**config.mk**
```make
export PLATFORM = sky130hd
export DESIGN_NAME = adc_seq_host
export DESIGN_NICKNAME = d
export VERILOG_FILES = /design/src/rtl/adc_seq_pkg.sv /design/src/rtl/adc_seq_phase.sv /design/src/rtl/adc_seq_shift.sv /design/src/rtl/adc_seq_wdog.sv /design/src/rtl/adc_seq_host.sv
export SDC_FILE = /design/constraint.sdc
export NUM_CORES = 1
export LEC_CHECK = 0
export ABC_AREA = 0
export BUFFER_PORTS_ARGS = -buffer_cell sky130_fd_sc_hd__buf_2
export CORE_ASPECT_RATIO = 0.9
export CORE_MARGIN = 4
export CORE_UTILIZATION = 30
export CTS_CLUSTER_SIZE = 14
export DETAILED_ROUTE_END_ITERATION = 8
export GPL_TIMING_DRIVEN = 0
export PLACE_DENSITY_LB_ADDON = 0.1
export SLEW_MARGIN = 20
export SYNTH_ARGS = -nofsm -noshare
export SYNTH_HDL_FRONTEND = slang
export SYNTH_SLANG_ARGS = --single-unit
```
**constraint.sdc**
```tcl
create_clock -name clk -period 5.3 [get_ports clk]
set_input_delay 0.53 -clock clk [delete_from_list [all_inputs] [get_ports clk]]
set_output_delay 0.53 -clock clk [all_outputs]
set_load 0.05 [all_outputs]
```
**src/rtl/adc_seq_pkg.sv**
```systemverilog
`timescale 1ns/1ps
package adc_seq_pkg;
  localparam int WORD_W  = 16;
  localparam int RES_W   = 5;
  localparam int RES_MIN = 10;
  localparam int RES_MAX = 16;

  typedef enum logic [1:0] {ST_IDLE, ST_LOW, ST_HIGH, ST_WAIT} seq_st_t;

  // clamp a requested resolution into the supported window
  function automatic logic [RES_W-1:0] clamp_res(input logic [RES_W-1:0] r);
    if (int'(r) < RES_MIN) return RES_W'(RES_MIN);
    if (int'(r) > RES_MAX) return RES_W'(RES_MAX);
    return r;
  endfunction

  // raw word holds r bits in its LSBs; move the first bit to the MSB
  function automatic logic [WORD_W-1:0] justify(input logic [WORD_W-1:0] raw,
                                                input logic [RES_W-1:0] r);
    return raw << (RES_W'(WORD_W) - r);
  endfunction

  // sign bit set and every other received bit clear
  function automatic logic is_reserved(input logic [WORD_W-1:0] raw,
                                       input logic [RES_W-1:0] r);
    return raw == (WORD_W'(1) << (r - RES_W'(1)));
  endfunction
endpackage

```
**src/rtl/adc_seq_phase.sv**
```systemverilog
`timescale 1ns/1ps
module adc_seq_phase #(
  parameter int CNT_W = 8
) (
  input  logic             clk,
  input  logic             rst_n,
  input  logic             run,
  input  logic [CNT_W-1:0] last_idx,
  input  logic [CNT_W-1:0] smp_idx,
  output logic             ph_end,
  output logic             smp_hit
);
  logic [CNT_W-1:0] cnt;

  assign ph_end  = run && (cnt == last_idx);
  assign smp_hit = run && (cnt == smp_idx);

  always_ff @(posedge clk or negedge rst_n) begin
    if (!rst_n)               cnt <= '0;
    else if (!run || ph_end)  cnt <= '0;
    else                      cnt <= cnt + 1'b1;
  end
endmodule

```
**src/rtl/adc_seq_shift.sv**
```systemverilog
`timescale 1ns/1ps
module adc_seq_shift #(
  parameter int W = 16
) (
  input  logic         clk,
  input  logic         rst_n,
  input  logic         clr,
  input  logic         en,
  input  logic         din,
  output logic [W-1:0] q
);
  always_ff @(posedge clk or negedge rst_n) begin
    if (!rst_n)   q <= '0;
    else if (clr) q <= '0;
    else if (en)  q <= {q[W-2:0], din};
  end
endmodule

```
**src/rtl/adc_seq_wdog.sv**
```systemverilog
`timescale 1ns/1ps
module adc_seq_wdog #(
  parameter int LIMIT = 4096
) (
  input  logic clk,
  input  logic rst_n,
  input  logic run,
  output logic expired
);
  localparam int CW = $clog2(LIMIT + 1);
  localparam logic [CW-1:0] LAST = CW'(LIMIT - 1);
  logic [CW-1:0] cnt;

  assign expired = run && (cnt == LAST);

  always_ff @(posedge clk or negedge rst_n) begin
    if (!rst_n)          cnt <= '0;
    else if (!run)       cnt <= '0;
    else if (cnt != LAST) cnt <= cnt + 1'b1;
  end
endmodule

```
**src/rtl/adc_seq_host.sv**
```systemverilog
`timescale 1ns/1ps
module adc_seq_host
  import adc_seq_pkg::*;
#(
  parameter int DIV_W      = 8,
  parameter int SET_W      = 8,
  parameter int TMO_CYCLES = 4096
) (
  input  logic               clk,
  input  logic               rst_n,
  input  logic               req_i,
  input  logic [1:0]         chan_i,
  input  logic [RES_W-1:0]   res_i,
  input  logic [DIV_W-1:0]   div_i,
  input  logic [SET_W-1:0]   settle_i,
  output logic               sclk_o,
  input  logic               sdat_i,
  output logic               busy_o,
  output logic [WORD_W-1:0]  data_o,
  output logic               data_vld_o,
  output logic               rsvd_o,
  output logic [1:0]         chan_o,
  output logic               tmo_o
);
  seq_st_t state;
  logic [DIV_W-1:0]  last_q, smp_q;
  logic [RES_W-1:0]  res_q, bits_left;
  logic [2:0]        red_left;
  logic [1:0]        chan_q;
  logic              kind_data;

  // named internal events
  logic st_idle, st_low, st_high, st_wait;
  logic ev_accept, ev_shift, ph_end, smp_hit, wd_expired;
  logic [WORD_W-1:0] raw_q;

  assign st_idle   = (state == ST_IDLE);
  assign st_low    = (state == ST_LOW);
  assign st_high   = (state == ST_HIGH);
  assign st_wait   = (state == ST_WAIT);
  assign ev_accept = st_idle && req_i;
  assign ev_shift  = st_low && kind_data && smp_hit;

  assign sclk_o = !st_low;
  assign busy_o = !st_idle;

  adc_seq_phase #(.CNT_W(DIV_W)) u_phase (
    .clk(clk), .rst_n(rst_n), .run(st_low || st_high),
    .last_idx(last_q), .smp_idx(smp_q), .ph_end(ph_end), .smp_hit(smp_hit)
  );

  adc_seq_shift #(.W(WORD_W)) u_shift (
    .clk(clk), .rst_n(rst_n), .clr(ev_accept), .en(ev_shift),
    .din(sdat_i), .q(raw_q)
  );

  adc_seq_wdog #(.LIMIT(TMO_CYCLES)) u_wdog (
    .clk(clk), .rst_n(rst_n), .run(st_wait), .expired(wd_expired)
  );

  always_ff @(posedge clk or negedge rst_n) begin
    if (!rst_n) begin
      state      <= ST_IDLE;
      last_q     <= '0;
      smp_q      <= '0;
      res_q      <= RES_W'(RES_MAX);
      bits_left  <= '0;
      red_left   <= '0;
      chan_q     <= '0;
      kind_data  <= 1'b0;
      data_o     <= '0;
      data_vld_o <= 1'b0;
      rsvd_o     <= 1'b0;
      chan_o     <= '0;
      tmo_o      <= 1'b0;
    end else begin
      data_vld_o <= 1'b0;
      rsvd_o     <= 1'b0;
      tmo_o      <= 1'b0;
      unique case (state)
        ST_IDLE: if (req_i) begin
          chan_q    <= chan_i;
          res_q     <= clamp_res(res_i);
          bits_left <= clamp_res(res_i);
          red_left  <= 3'(RES_W'(RES_MAX) - clamp_res(res_i));
          last_q    <= (div_i == '0) ? '0 : div_i - 1'b1;
          if (div_i == '0)                       smp_q <= '0;
          else if (int'(settle_i) >= int'(div_i)) smp_q <= div_i - 1'b1;
          else                                    smp_q <= DIV_W'(settle_i);
          kind_data <= 1'b0;
          state     <= ST_LOW;
        end
        ST_LOW: begin
          if (ev_shift) bits_left <= bits_left - 1'b1;
          if (ph_end)   state     <= ST_HIGH;
        end
        ST_HIGH: if (ph_end) begin
          if (!kind_data) begin
            if (red_left != '0) begin
              red_left <= red_left - 1'b1;
              state    <= ST_LOW;
            end else begin
              state    <= ST_WAIT;
            end
          end else if (bits_left != '0) begin
            state <= ST_LOW;
          end else begin
            data_o     <= justify(raw_q, res_q);
            rsvd_o     <= is_reserved(raw_q, res_q);
            data_vld_o <= 1'b1;
            chan_o     <= chan_q;
            state      <= ST_IDLE;
          end
        end
        ST_WAIT: begin
          if (sdat_i) begin
            kind_data <= 1'b1;
            state     <= ST_LOW;
          end else if (wd_expired) begin
            tmo_o <= 1'b1;
            state <= ST_IDLE;
          end
        end
        default: state <= ST_IDLE;
      endcase
    end
  end
endmodule

```
; Word-level counts from Yosys, hierarchy flattened
; Cells that the tools add are included.
; Widths: inputs -> output; s select.
[op_classes]
n_eq_ne = 17
mux = 51
shift = 2
n_addsub = 8
n_bitwise = 1
n_lt_le_gt_ge = 3
div_mod_pow = 0
n_reduce_logical = 25
mul = 0
[op_table]
columns = operator, n
row1 = $mux 16, 2
row2 = $mux 8, 4
row3 = $mux 5, 6
row4 = $mux 13, 2
row5 = $mux 1, 21
row6 = $eq 16x16->1, 1
row7 = $eq 8x8->1, 2
row8 = $shl 1x5->16 const A, 1
row9 = $shl 16x5->16, 1
row10 = $mux 3, 5
row11 = $mux 2, 7
row12 = $add 13x1->13 const B, 1
row13 = $eq 13x12->1 const B, 1
row14 = $ne 13x12->1 const B, 1
row15 = $pmux 5 s2, 1
row16 = $sub 5x1->5 const B, 2
row17 = $add 8x1->8 const B, 1
row18 = $ge 8x8->1, 1
row19 = $logic_not 8->1, 1
row20 = $ne 2x1->1 const B, 4
row21 = $ne 2x2->1 const B, 4
row22 = $pmux 2 s4, 1
row23 = $reduce_and 4->1, 2
row24 = $reduce_bool 2->1, 4
row25 = 21 further kinds, 31
[word_totals]
latchBits = 0
wordCells = 123
mem_count = 0
regBits = 92
rom_bits = 0
output_inout_bits = 23
input_bits = 27
ramBits = 0

; Depth between registers and ports, before layout
; Gate-level depths: netlist of the first run.
[depth]
ltp_word = 14
mapped_depth = 12
depth_no_buf = 8

; Cells and area by module
; From an unflattened synthesis of the first run, not the netlist that was laid out.
[hier_totals]
cells_unflattened = 622
area_unflattened_um2 = 5926.9
[modules_own_cells]
columns = module, instances, area_each_um2, seq_area_each_um2, cells_per_inst
row1 = adc_seq_host, 1, 3956.3, 1377.6, 444
row2 = adc_seq_wdog, 1, 694.4, 325.3, 67
row3 = adc_seq_shift, 1, 660.6, 400.4, 52
row4 = adc_seq_phase, 1, 615.6, 200.2, 59

; Least setup slack after synthesis of the first run
; Ideal clock, no wire load.
[synth_timing]
path_type = reg2reg
startpoint = register res_q[0]
endpoint = register data_o[12]
setup_ns = 0.121
stages_incl_launch_ff = 11
n_path_buf = 4
arrival_time_ns = 2.696
slack_ns = 2.483
period_less_slack_ns = 2.817
t_required_ns = 5.179
path_cell_list = dfrtp_1 > buf_4 > buf_2 > inv_1 > ha_1 > clkbuf_1 > clkbuf_1 > mux4_2 > a211oi_1 > a21oi_1 > a22o_1
[synth_between]
elab_chain_len = 2
[synth_lines]
columns = item, line
row1 = from (decl), adc_seq_host.sv:27  ; logic [RES_W-1:0] res_q, bits_left;
row2 = from (signal assigned), adc_seq_host.sv:66  ; res_q <= RES_W'(RES_MAX);
row3 = from (signal assigned), adc_seq_host.sv:83  ; res_q <= clamp_res(res_i);
row4 = $sub 5x5->5, adc_seq_pkg.sv:20  ; return raw << (RES_W'(WORD_W) - r);
row5 = $shl 16x5->16, adc_seq_pkg.sv:20
row6 = to (signal assigned), adc_seq_host.sv:108  ; data_o <= justify(raw_q, res_q);
row7 = to (decl), adc_seq_host.sv:19  ; output logic [WORD_W-1:0] data_o,
; Every way passes these cells.
; A chain may end at the register's enable or synchronous reset.

; Worst setup path after layout of the first run
; Same ends and word-level chain as after synthesis.

==> impl_metrics.ini, run 1 <==
[cts]
htreeDepth = 3
clkTransAtPathRegs_ns = 0.07
numCtsBuffers = 9
cts_sinks = 92
cts_root_buf = clkbuf_16
cts_max_path_buffers = 2
insertion_delay_ns = 0.34
cts_tree = done

[grt]
grt_overflow = 0
grt_busiest_layer = met2
grt_max_degree = 78
track_usage_pct = 14.92
grt_pass1_vias = 4964
use_met2_pct = 22.74
antenna_found_initial = 0
grtUsageMet3_pct = 3.162
grt_pass1_wl_microns = 26780
grt_util_met1_pct = 21.81

[logic_synthesis]
post_synth.cell_area_avg_sq_um = 9.199
synth_top_area_share_pct = 38.03
ys_seq_area_share_pct = 38.47
synthesis.instances = 651
synth_xor_area_share_pct = 6.561
synth-compound-area-share_pct = 15.96
synth-simple-area-share_pct = 19.12
ys_ff_latch = 92
yosys_warnings = 0
yosys-mux-area-fraction_pct = 9.319
netlist_area_sq_mm = 0.005988
yosysTopAreaCell = dfrtp_1
synth_edf_count = 0
synth_top_family_by_area = simple AND/OR/NAND/NOR gates
syn_nets = 703
synth-async-reset-ratio_pct = 100.0
synth_most_common_cell = dfrtp_1
synthDistinctLibCells = 70
synth_common_cells = 91 x dfrtp_1, 70 x nand2_1, 51 x nor2_1
synthAdderAreaFrac_pct = 5.224
ys.flop_type = dfrtp_1
synthTopCellsByArea = dfrtp_1 38%, ha_1 5.2%, mux2i_1 5.2%, xnor2_1 5.0%, nand2_1 4.4%

[die]
core_area_sq_mm = 0.01940
initial_core_util_pct = 30.87
dieArea_sq_mm = 0.02229
ios = 50
std_cell_rows = 48
die_h_microns = 142.0
die_w_microns = 156.9

[sta]
post-route-period-util_pct = 65.95
finalSetupTns_ns = 0
tightest_slew_ns = 0.8162
rsz0062_at_grt = false
hold_violations = 0
period_needed_ns = 3.495
slew_headroom_pct = 45.19
drv_slew = 0
setup_viol = 0
hold_ws_ns = 0.3781
max_freq_mhz = 286.1
fin_skew_ns = 0.008098

[pwr]
leakage_nw = 3.022
power.total_mw = 3.170
power.density_mw_per_mm2 = 459.4
ir_worst_vdd_v = 0.0002605

[route]
wire_per_inst_microns = 16.66
antenna_left = 0
vias = 5032
viasPerCell = 5.198
dr.pass1.iters = 5
drt-total-wl_microns = 16130
route.detailed.drc = 0
dr.first_iter.drc_count = 367

[critical_path]
arrival_ns = 3.73
worstSetupEndpointType = flip-flop
required_ns = 5.54
start_kind = flip-flop
crit_fanout = 10
crit_type = flip-flop to flip-flop

[place]
gp_congestion = 0.8825
placed_area_sq_mm = 0.006580
port_buffers = 49
hpwl_microns = 12150

[cells_and_area]
final_net_count = 765
fillers = 2012
antenna_cells = 0
fin_area_sq_mm = 0.006900
drive_above_1_share_pct = 14.21
area_delta_synth_final_pct = 15.23

[run_status]
status = finished clean

[run]
max-cap-violations = 0

[worst_hold_path]
min_path_type = input port to flip-flop
cell type report:
| class | count | area (sq um) | share of cell area, % |
|---|---|---|---|
| Buffer | 37 | 177.7 | 2.575 |
| Sequential cell | 92 | 2303 | 33.38 |
| Clock inverter | 6 | 71.32 | 1.034 |
| Timing Repair Buffer | 51 | 289.0 | 4.189 |
| Inverter | 38 | 142.6 | 2.067 |
| Tap cell | 250 | 312.8 | 4.533 |
| Multi-Input combinational cell | 484 | 3364 | 48.76 |
| Clock buffer | 10 | 239.0 | 3.463 |
routing by layer:
layer / vias to the layer above / share of wire, %
li1: 2442 / -
met1: 2465 / 51
met2: 111 / 44
met3: 14 / 4.5
met4: 0 / 1.3
met5: - / 0
kinds of logic after synthesis:
logic type	after synthesis
flops	92
compound gates	140
mux	45
simple gates	230
xor+xnor	44
fa+ha+maj	25
buf+inv	75
per-stage QoR:
stage,setup WS (ns),util [%],instances
floorplan,2.483,-,651
global placement,1.929,33.75,950
detailed placement,1.875,33.92,951
CTS,1.862,35.57,968
global route,1.579,35.57,968
finish,1.805,35.57,968
worst paths after layout:
path / startpoint / to / slack [ns] / cells past startpoint
min in group asynchronous: rst_n / data_o[7]$_DFFE_PN0P_ / 0.58 / 2
worst min register to register: data_o[13]$_DFFE_PN0P_ / data_o[13]$_DFFE_PN0P_ / 0.46 / 2
worst max register to register: res_q[0]$_DFFE_PN0P_ / data_o[12]$_DFFE_PN0P_ / 1.80 / 11
worst max-delay path: res_q[0]$_DFFE_PN0P_ / data_o[12]$_DFFE_PN0P_ / 1.80 / 11
worst min-delay path: chan_i[0] / chan_q[0]$_DFFE_PN0P_ / 0.38 / 3
max in group asynchronous: rst_n / res_q[4]$_DFFE_PN1P_ / 4.07 / 3
worst max-delay path: stages, from the launching register on:
cell and delay (ns):
dfrtp_1 0.40, buf_4 0.19, buf_2 0.28, inv_1 0.22, ha_1 0.33, clkbuf_1 0.45
clkbuf_1 0.47, o21ai_0 0.14, o21ai_0 0.33, mux2_2 0.25, a21oi_1 0.10, a22o_1 0.25
what timing repair did:
action                                 in CTS  in global routing
setup endpoints to repair                   0                  0
endpoints found under the hold margin      12                  0
hold buffers                                1                  0
buffers inserted                            0                  0
resized for setup                           0                  0
state kept, by name, summed over array words and instances, names as in the netlist, 3 cells and up:
signal / flops
data_o: 16
u_shift.q: 16
u_wdog.cnt: 13
last_q: 8
smp_q: 8
u_phase.cnt: 8
bits_left: 5
res_q: 5
red_left: 3
report_power, final:
part	leakage, nW	internal (mW)	switching, mW
combinational	1.64	0.565	0.943
clock	0.151	0.384	0.290
sequential	1.23	0.846	0.142
layout by cell type (no fill, tap or decap), drive strengths merged, types with 31 or more instances in the layout:
cell type  instances
buf               63
clkbuf            34
dfrtp             91
inv               40
mux2i             31
nand2             70
nor2              52
o21ai             39
xnor2             34
No activity file was read; power rests on OpenSTA's default activity.
==> run 2: changes to the inputs <==
--- a/config.mk
+++ b/config.mk
@@ -5,7 +5,7 @@
 export SDC_FILE = /design/constraint.sdc
 export NUM_CORES = 1
 export LEC_CHECK = 0
-export ABC_AREA = 0
+export ABC_AREA = 1
 export BUFFER_PORTS_ARGS = -buffer_cell sky130_fd_sc_hd__buf_2
 export CORE_ASPECT_RATIO = 0.9
 export CORE_MARGIN = 4
==> constraint.sdc (replaced) <==
create_clock -name clk -period 3.5 [get_ports clk]
set_input_delay 0.35 -clock clk [delete_from_list [all_inputs] [get_ports clk]]
set_output_delay 0.35 -clock clk [all_outputs]
set_load 0.05 [all_outputs]
==> run 2 against run 1 <==
  * Global-route usage increased by 0.082 points
  * Worst hold slack lost 0.18 ns
  * Clock power rose by 46%
  * Sequential cell count unchanged
  * Power increased by 45%
  * Highest routed layer unchanged
==> impl_metrics.ini, run 2 <==
[run_status]
status = finished clean

[cells_and_area]
instances_no_fill = 1118
multiInputGateArea_sq_mm = 0.002972
layout_common_cells = 235 x nand2_1, 104 x inv_1, 100 x o21ai_0, 91 x dfrtp_1, 64 x nor2_1
fin_area_sq_mm = 0.006675
area_delta_synth_final_pct = 15.33
drive_above_1_share_pct = 10.88
seq_area_sq_mm = 0.002303
top_regs = data_o: 16 flops, u_shift.q: 16 flops, u_wdog.cnt: 13 flops
final_common_cell = nand2_1
fillers = 1999
antenna_cells = 0
final_net_count = 920

[logic_synthesis]
ys_seq_area_share_pct = 39.80
synth_common_cells = 235 x nand2_1, 104 x inv_1, 100 x o21ai_0
synth_most_common_cell = nand2_1
synth_top_area_share_pct = 39.34
yosysTopAreaCell = dfrtp_1
post_synth.cell_area_avg_sq_um = 7.181
synth-async-reset-ratio_pct = 100.0
ys.flop_type = dfrtp_1
synthDistinctLibCells = 36
synthTopCellsByArea = dfrtp_1 39%, nand2_1 15%, o21ai_0 8.6%, inv_1 6.7%, ha_1 5.4%
yosys_warnings = 0
ys_ff_latch = 92
syn_nets = 858
netlist_area_sq_mm = 0.005788
synthesis.instances = 806
synth_edf_count = 0

[die]
die_w_microns = 154.4
initial_core_util_pct = 31.05
die_h_microns = 139.8
std_cell_rows = 47
core_area_sq_mm = 0.01864
dieArea_sq_mm = 0.02158
ios = 50

[critical_path]
worstSetupEndpointType = flip-flop
crit_type = flip-flop to flip-flop
required_ns = 3.74
r2r_slack_ns = 0.95
crit_fanout = 10
ff2ff_path_depth = 9
start_kind = flip-flop
r2r_end = data_o[12]$_DFFE_PN0P_
r2r_start = res_q[0]$_DFFE_PN0P_
arrival_ns = 2.80

[grt]
grt_max_degree = 73
grt_pass1_vias = 5011
grt_pass1_wl_microns = 26230
track_usage_pct = 15.01
grt_overflow = 0
antenna_found_initial = 0

[sta]
rsz0062_at_grt = false
fin_skew_ns = 0.009291
tightest_slew_ns = 0.7736
period_needed_ns = 2.553
slew_headroom_pct = 48.06
drv_slew = 0
setup_viol = 0
finalSetupTns_ns = 0
max_freq_mhz = 391.6
hold_violations = 0
post-route-period-util_pct = 72.96

[pwr]
clkPwrFrac_pct = 21.5
switchingPower_mw = 2.145
switching_share_pct = 46.77
power.density_mw_per_mm2 = 686.9
seqPwrFrac_pct = 30.8
leakage_nw = 3.214
p_int_mw = 2.441
power_frac_comb_pct = 47.7
ir_worst_vdd_v = 0.0002923

[place]
hpwl_microns = 12220
placed_area_sq_mm = 0.006374
dpl.cell_count = 1101
gp_congestion = 0.8808
port_buffers = 49

[cts]
cts_max_path_buffers = 2
cts_root_buf = clkbuf_16
cts_sinks = 92
cts_tree = done
htreeDepth = 3
insertion_delay_ns = 0.35
post_cts_buffers = 0
clkTransAtPathRegs_ns = 0.07
post_cts_resized = 0
hold_buffers = 1
numCtsBuffers = 9

[worst_hold_path]
min_path_type = input port to flip-flop
holdPathEnd = chan_q[0]$_DFFE_PN0P_
holdPathStages = 3
min-delay-start = chan_i[0]

[route]
drt-total-wl_microns = 15850
viasPerCell = 4.674
wire_per_inst_microns = 14.18
route.detailed.drc = 0
antenna_left = 0
vias = 5225
dr.pass1.iters = 5
dr.first_iter.drc_count = 340

[run]
max-cap-violations = 0
[run 2: cell count changes in the layout (fill, tap and decap cells not counted), sizes merged, moves of 9 or more]
cell    delta
inv       +68
o21ai     +72
mux2i     -31
nor2      +14
clkbuf    -11
nor2b      -9
and2       -9
nand2    +166
xnor2     -28
nand3     +14
a21oi      -9
[run 2: layer usage]
layer  up-vias  share of wire, %  track usage [%]
met2        98                42            22.22
met3        12               4.2            2.701
met5         -                 0                0
met1      2361                52            22.29
li1       2754                 -                -
met4         0               1.3            4.368
[run 2: how the worst max path moves through the flow]
stage          slack, ns                         to                  from
2_1_floorplan       1.50  u_shift.q[11]$_DFFE_PN0P_  state[0]$_DFFE_PN0P_
3_3_place_gp        0.92      data_o[8]$_DFFE_PN0P_  res_q[0]$_DFFE_PN0P_
3_5_place_dp        0.96       smp_q[5]$_DFFE_PN0P_  state[0]$_DFFE_PN0P_
4_1_cts             0.94       smp_q[5]$_DFFE_PN0P_  state[0]$_DFFE_PN0P_
5_1_grt             0.69       smp_q[5]$_DFFE_PN0P_  state[0]$_DFFE_PN0P_
6_report            0.95     data_o[12]$_DFFE_PN0P_  res_q[0]$_DFFE_PN0P_
[run 2: power by group through the flow]
stage / clock (mW) / sequential, mW / combinational [mW]
2_1_floorplan: 0 / 1.40 / 1.60
3_3_place_gp: 0 / 1.44 / 2.19
3_5_place_dp: 0 / 1.44 / 2.18
4_1_cts: 1.03 / 1.42 / 2.20
5_1_grt: 1.07 / 1.45 / 2.50
6_report: 0.984 / 1.41 / 2.19
[run 2: worst max-delay path, cell delays in order, from the launching register on]
cell	delay (ns)
dfrtp_1	0.43
inv_1	0.20
ha_1	0.31
xnor2_1	0.65
clkbuf_1	0.35
a21oi_1	0.11
o21ai_0	0.10
o21ai_0	0.12
nand2_1	0.12
nand2_1	0.06
[run 2: final cells by class]
| type | instances | area share [%] |
|---|---|---|
| timing repair buffer | 51 | 4.330 |
| tap | 245 | 4.592 |
| inverter | 104 | 5.848 |
| clock inverter | 6 | 0.7873 |
| buffer | 25 | 1.837 |
| clock buffer | 10 | 3.580 |
| sequential | 92 | 34.51 |
| multi-input combinational | 585 | 44.52 |
[run 2: logic make-up (layout without fill, tap and decap cells)]
| logic type | after synthesis | after routing | synth area share [%] |
|---|---|---|---|
| AOI/OAI and AO/OA | 159 | 159 | 15.56 |
| adders and majority gates | 25 | 25 | 5.404 |
| xor gates and xnor gates | 19 | 19 | 2.875 |
| DFF | 92 | 92 | 39.80 |
| and+or+nand+nor | 382 | 382 | 27.50 |
| buffers and inverters | 129 | 196 | 8.863 |
[run 2: stage by stage]
stage | hold slack (ns) | power, mW | setup WS, ns | util (%)
2_1_floorplan | 0.05441 | 3.002 | 1.497 | -
3_3_place_gp | 0.4543 | 3.626 | 0.9231 | 34.01
3_5_place_dp | 0.2150 | 3.619 | 0.9632 | 34.19
4_1_cts | 0.1928 | 4.642 | 0.9443 | 35.81
5_1_grt | 0.2095 | 5.015 | 0.6934 | 35.81
6_report | 0.2010 | 4.585 | 0.9465 | 35.81
==> run 3: changes to the inputs <==
==> constraint.sdc (replaced) <==
create_clock -name clk -period 2.5 [get_ports clk]
set_input_delay 0.25 -clock clk [delete_from_list [all_inputs] [get_ports clk]]
set_output_delay 0.25 -clock clk [all_outputs]
set_load 0.05 [all_outputs]
==> run 3 against run 2 <==
  * Wire length fell by 0.33%
  * Cell area rose by 0.52%
  * Critical path type unchanged
  * Non-clock buffer count rose by 1
  * Highest routed layer unchanged
  * Worst hold slack got worse by 0.10 ns
  * Final cell count barely moved
==> impl_metrics.ini, run 3 (synthesis gave the netlist of run 2 again) <==
[sta]
worst_slack_ns = 0.1971
max_freq_mhz = 434.2
period_needed_ns = 2.303
setup_viol = 0
hold_violations = 0
rsz0062_at_grt = false
finalSetupTns_ns = 0
tightest_slew_ns = 0.6525
drv_slew = 0
post-route-period-util_pct = 92.12
fin_skew_ns = 0.009766
slew_headroom_pct = 56.10

[place]
gp_congestion = 0.8808
dpl.cell_count = 1101
hpwl_microns = 12220
port_buffers = 49
placed_area_sq_mm = 0.006374
pre_cts_slack_ns = -0.03682

[grt]
grt_pass1_wl_microns = 26250
use_met2_pct = 22.22
track_usage_pct = 15.01
grt_overflow = 0
grtUsageMet3_pct = 2.701
grt_max_degree = 73
grt_busiest_layer = met1
antenna_found_initial = 0
grt_util_met1_pct = 22.31
grt_pass1_vias = 5013

[pwr]
ir_worst_vdd_v = 0.0004117
power.density_mw_per_mm2 = 963.2
leakage_nw = 3.239

[route]
viasPerCell = 4.685
dr.first_iter.drc_count = 329
dr.pass1.iters = 5
drt-total-wl_microns = 15800
vias = 5243
antenna_left = 0
wire_per_inst_microns = 14.12
route.detailed.drc = 0

[cells_and_area]
instances_no_fill = 1119
final_net_count = 921
fillers = 1996
multiInputGateArea_sq_mm = 0.002990
final_common_cell = nand2_1
layout_common_cells = 234 x nand2_1, 103 x inv_1, 100 x o21ai_0, 91 x dfrtp_1, 63 x nor2_1
fin_area_sq_mm = 0.006710
area_delta_synth_final_pct = 15.93
antenna_cells = 0
drive_above_1_share_pct = 12.24
top_regs = data_o: 16 flops, u_shift.q: 16 flops, u_wdog.cnt: 13 flops
seq_area_sq_mm = 0.002303

[die]
ios = 50
die_w_microns = 154.4
initial_core_util_pct = 31.05
std_cell_rows = 47
core_area_sq_mm = 0.01864
die_h_microns = 139.8
dieArea_sq_mm = 0.02158

[worst_hold_path]
min_path_type = input port to flip-flop
holdPathEnd = chan_q[0]$_DFFE_PN0P_
min-delay-start = chan_i[0]
holdPathStages = 3

[critical_path]
r2r_start = u_wdog.cnt[0]$_DFFE_PN0P_
ff2ff_path_depth = 8
slowest_stage = nor4_1
required_ns = 2.74
start_kind = flip-flop
crit_fanout = 5
crit_chain = ha_1 > nand3_1 > nor4_1 > nand3_1 > a31oi_1 > nand2_1 > nand2_1 > nand2_1
r2r_slack_ns = 0.20
arrival_ns = 2.55
cp_common_cell = nand2_1
r2r_end = state[0]$_DFFE_PN0P_
worstSetupEndpointType = flip-flop
cp_top_family = simple AND/OR/NAND/NOR gates
cpPeakStageDelay_ns = 0.51
crit_buf_inv = 0
crit_type = flip-flop to flip-flop

[cts]
clkTransAtPathRegs_ns = 0.07
insertion_delay_ns = 0.36
cts_tree = done
htreeDepth = 3
cts_sinks = 92
cts_root_buf = clkbuf_16
numCtsBuffers = 9
cts_max_path_buffers = 2

[run]
max-cap-violations = 0

[run_status]
status = finished clean
run 3: how the worst max path moves through the flow:
stage	from	endpoint	slack [ns]	cells past startpoint
finish	u_wdog.cnt[0]$_DFFE_PN0P_	state[0]$_DFFE_PN0P_	0.20	8
global route	res_q[0]$_DFFE_PN0P_	rsvd_o$_DFF_PN0_	0.008	11
CTS	res_q[0]$_DFFE_PN0P_	rsvd_o$_DFF_PN0_	0.06	12
detailed placement	state[0]$_DFFE_PN0P_	smp_q[5]$_DFFE_PN0P_	-0.04	10
global placement	res_q[0]$_DFFE_PN0P_	data_o[8]$_DFFE_PN0P_	-0.08	7
floorplan	state[0]$_DFFE_PN0P_	u_shift.q[11]$_DFFE_PN0P_	0.50	9
run 3: final cells by class:
cell class | count | area share (%)
Clock inverter | 6 | 0.7831
Tap cell | 245 | 4.568
Buffer | 24 | 1.846
Sequential cell | 92 | 34.33
Inverter | 104 | 5.818
Clock buffer | 10 | 3.561
Timing Repair Buffer | 53 | 4.531
Multi-Input combinational cell | 585 | 44.56
run 3: timing repair:
action	CTS	global route
endpoints found under the setup margin	8	30
resized for setup	3	9
endpoints found under the hold margin	20	0
pin swaps	1	1
hold buffers	1	0
setup buffers	0	2
run 3: routing by layer:
metal | routed length [microns] | vias up
met5 | 0 | -
met4 | 217 | 0
met3 | 638 | 14
met2 | 6665 | 107
met1 | 8281 | 2363
li1 | - | 2759
run 3: through the flow:
stage / total power, mW / hold WS (ns) / utilization, %
2_1_floorplan: 4.203 / -0.04559 / -
3_3_place_gp: 5.077 / 0.4543 / 34.01
3_5_place_dp: 5.066 / 0.1150 / 34.19
4_1_cts: 6.518 / 0.09279 / 35.86
5_1_grt: 7.065 / 0.1095 / 36.00
6_report: 6.463 / 0.1008 / 36.00
run 3: tightest hold or removal path, delay by kind of cell:
kind | cells | cell delay (ns)
simple gates | 2 | 0.10
buf+inv | 1 | 0.08
run 3: where the power goes:
group	total, mW	switching (mW)	internal (mW)
clock	1.38	0.661	0.721
combinational	3.10	2.15	0.947
sequential	1.98	0.203	1.78
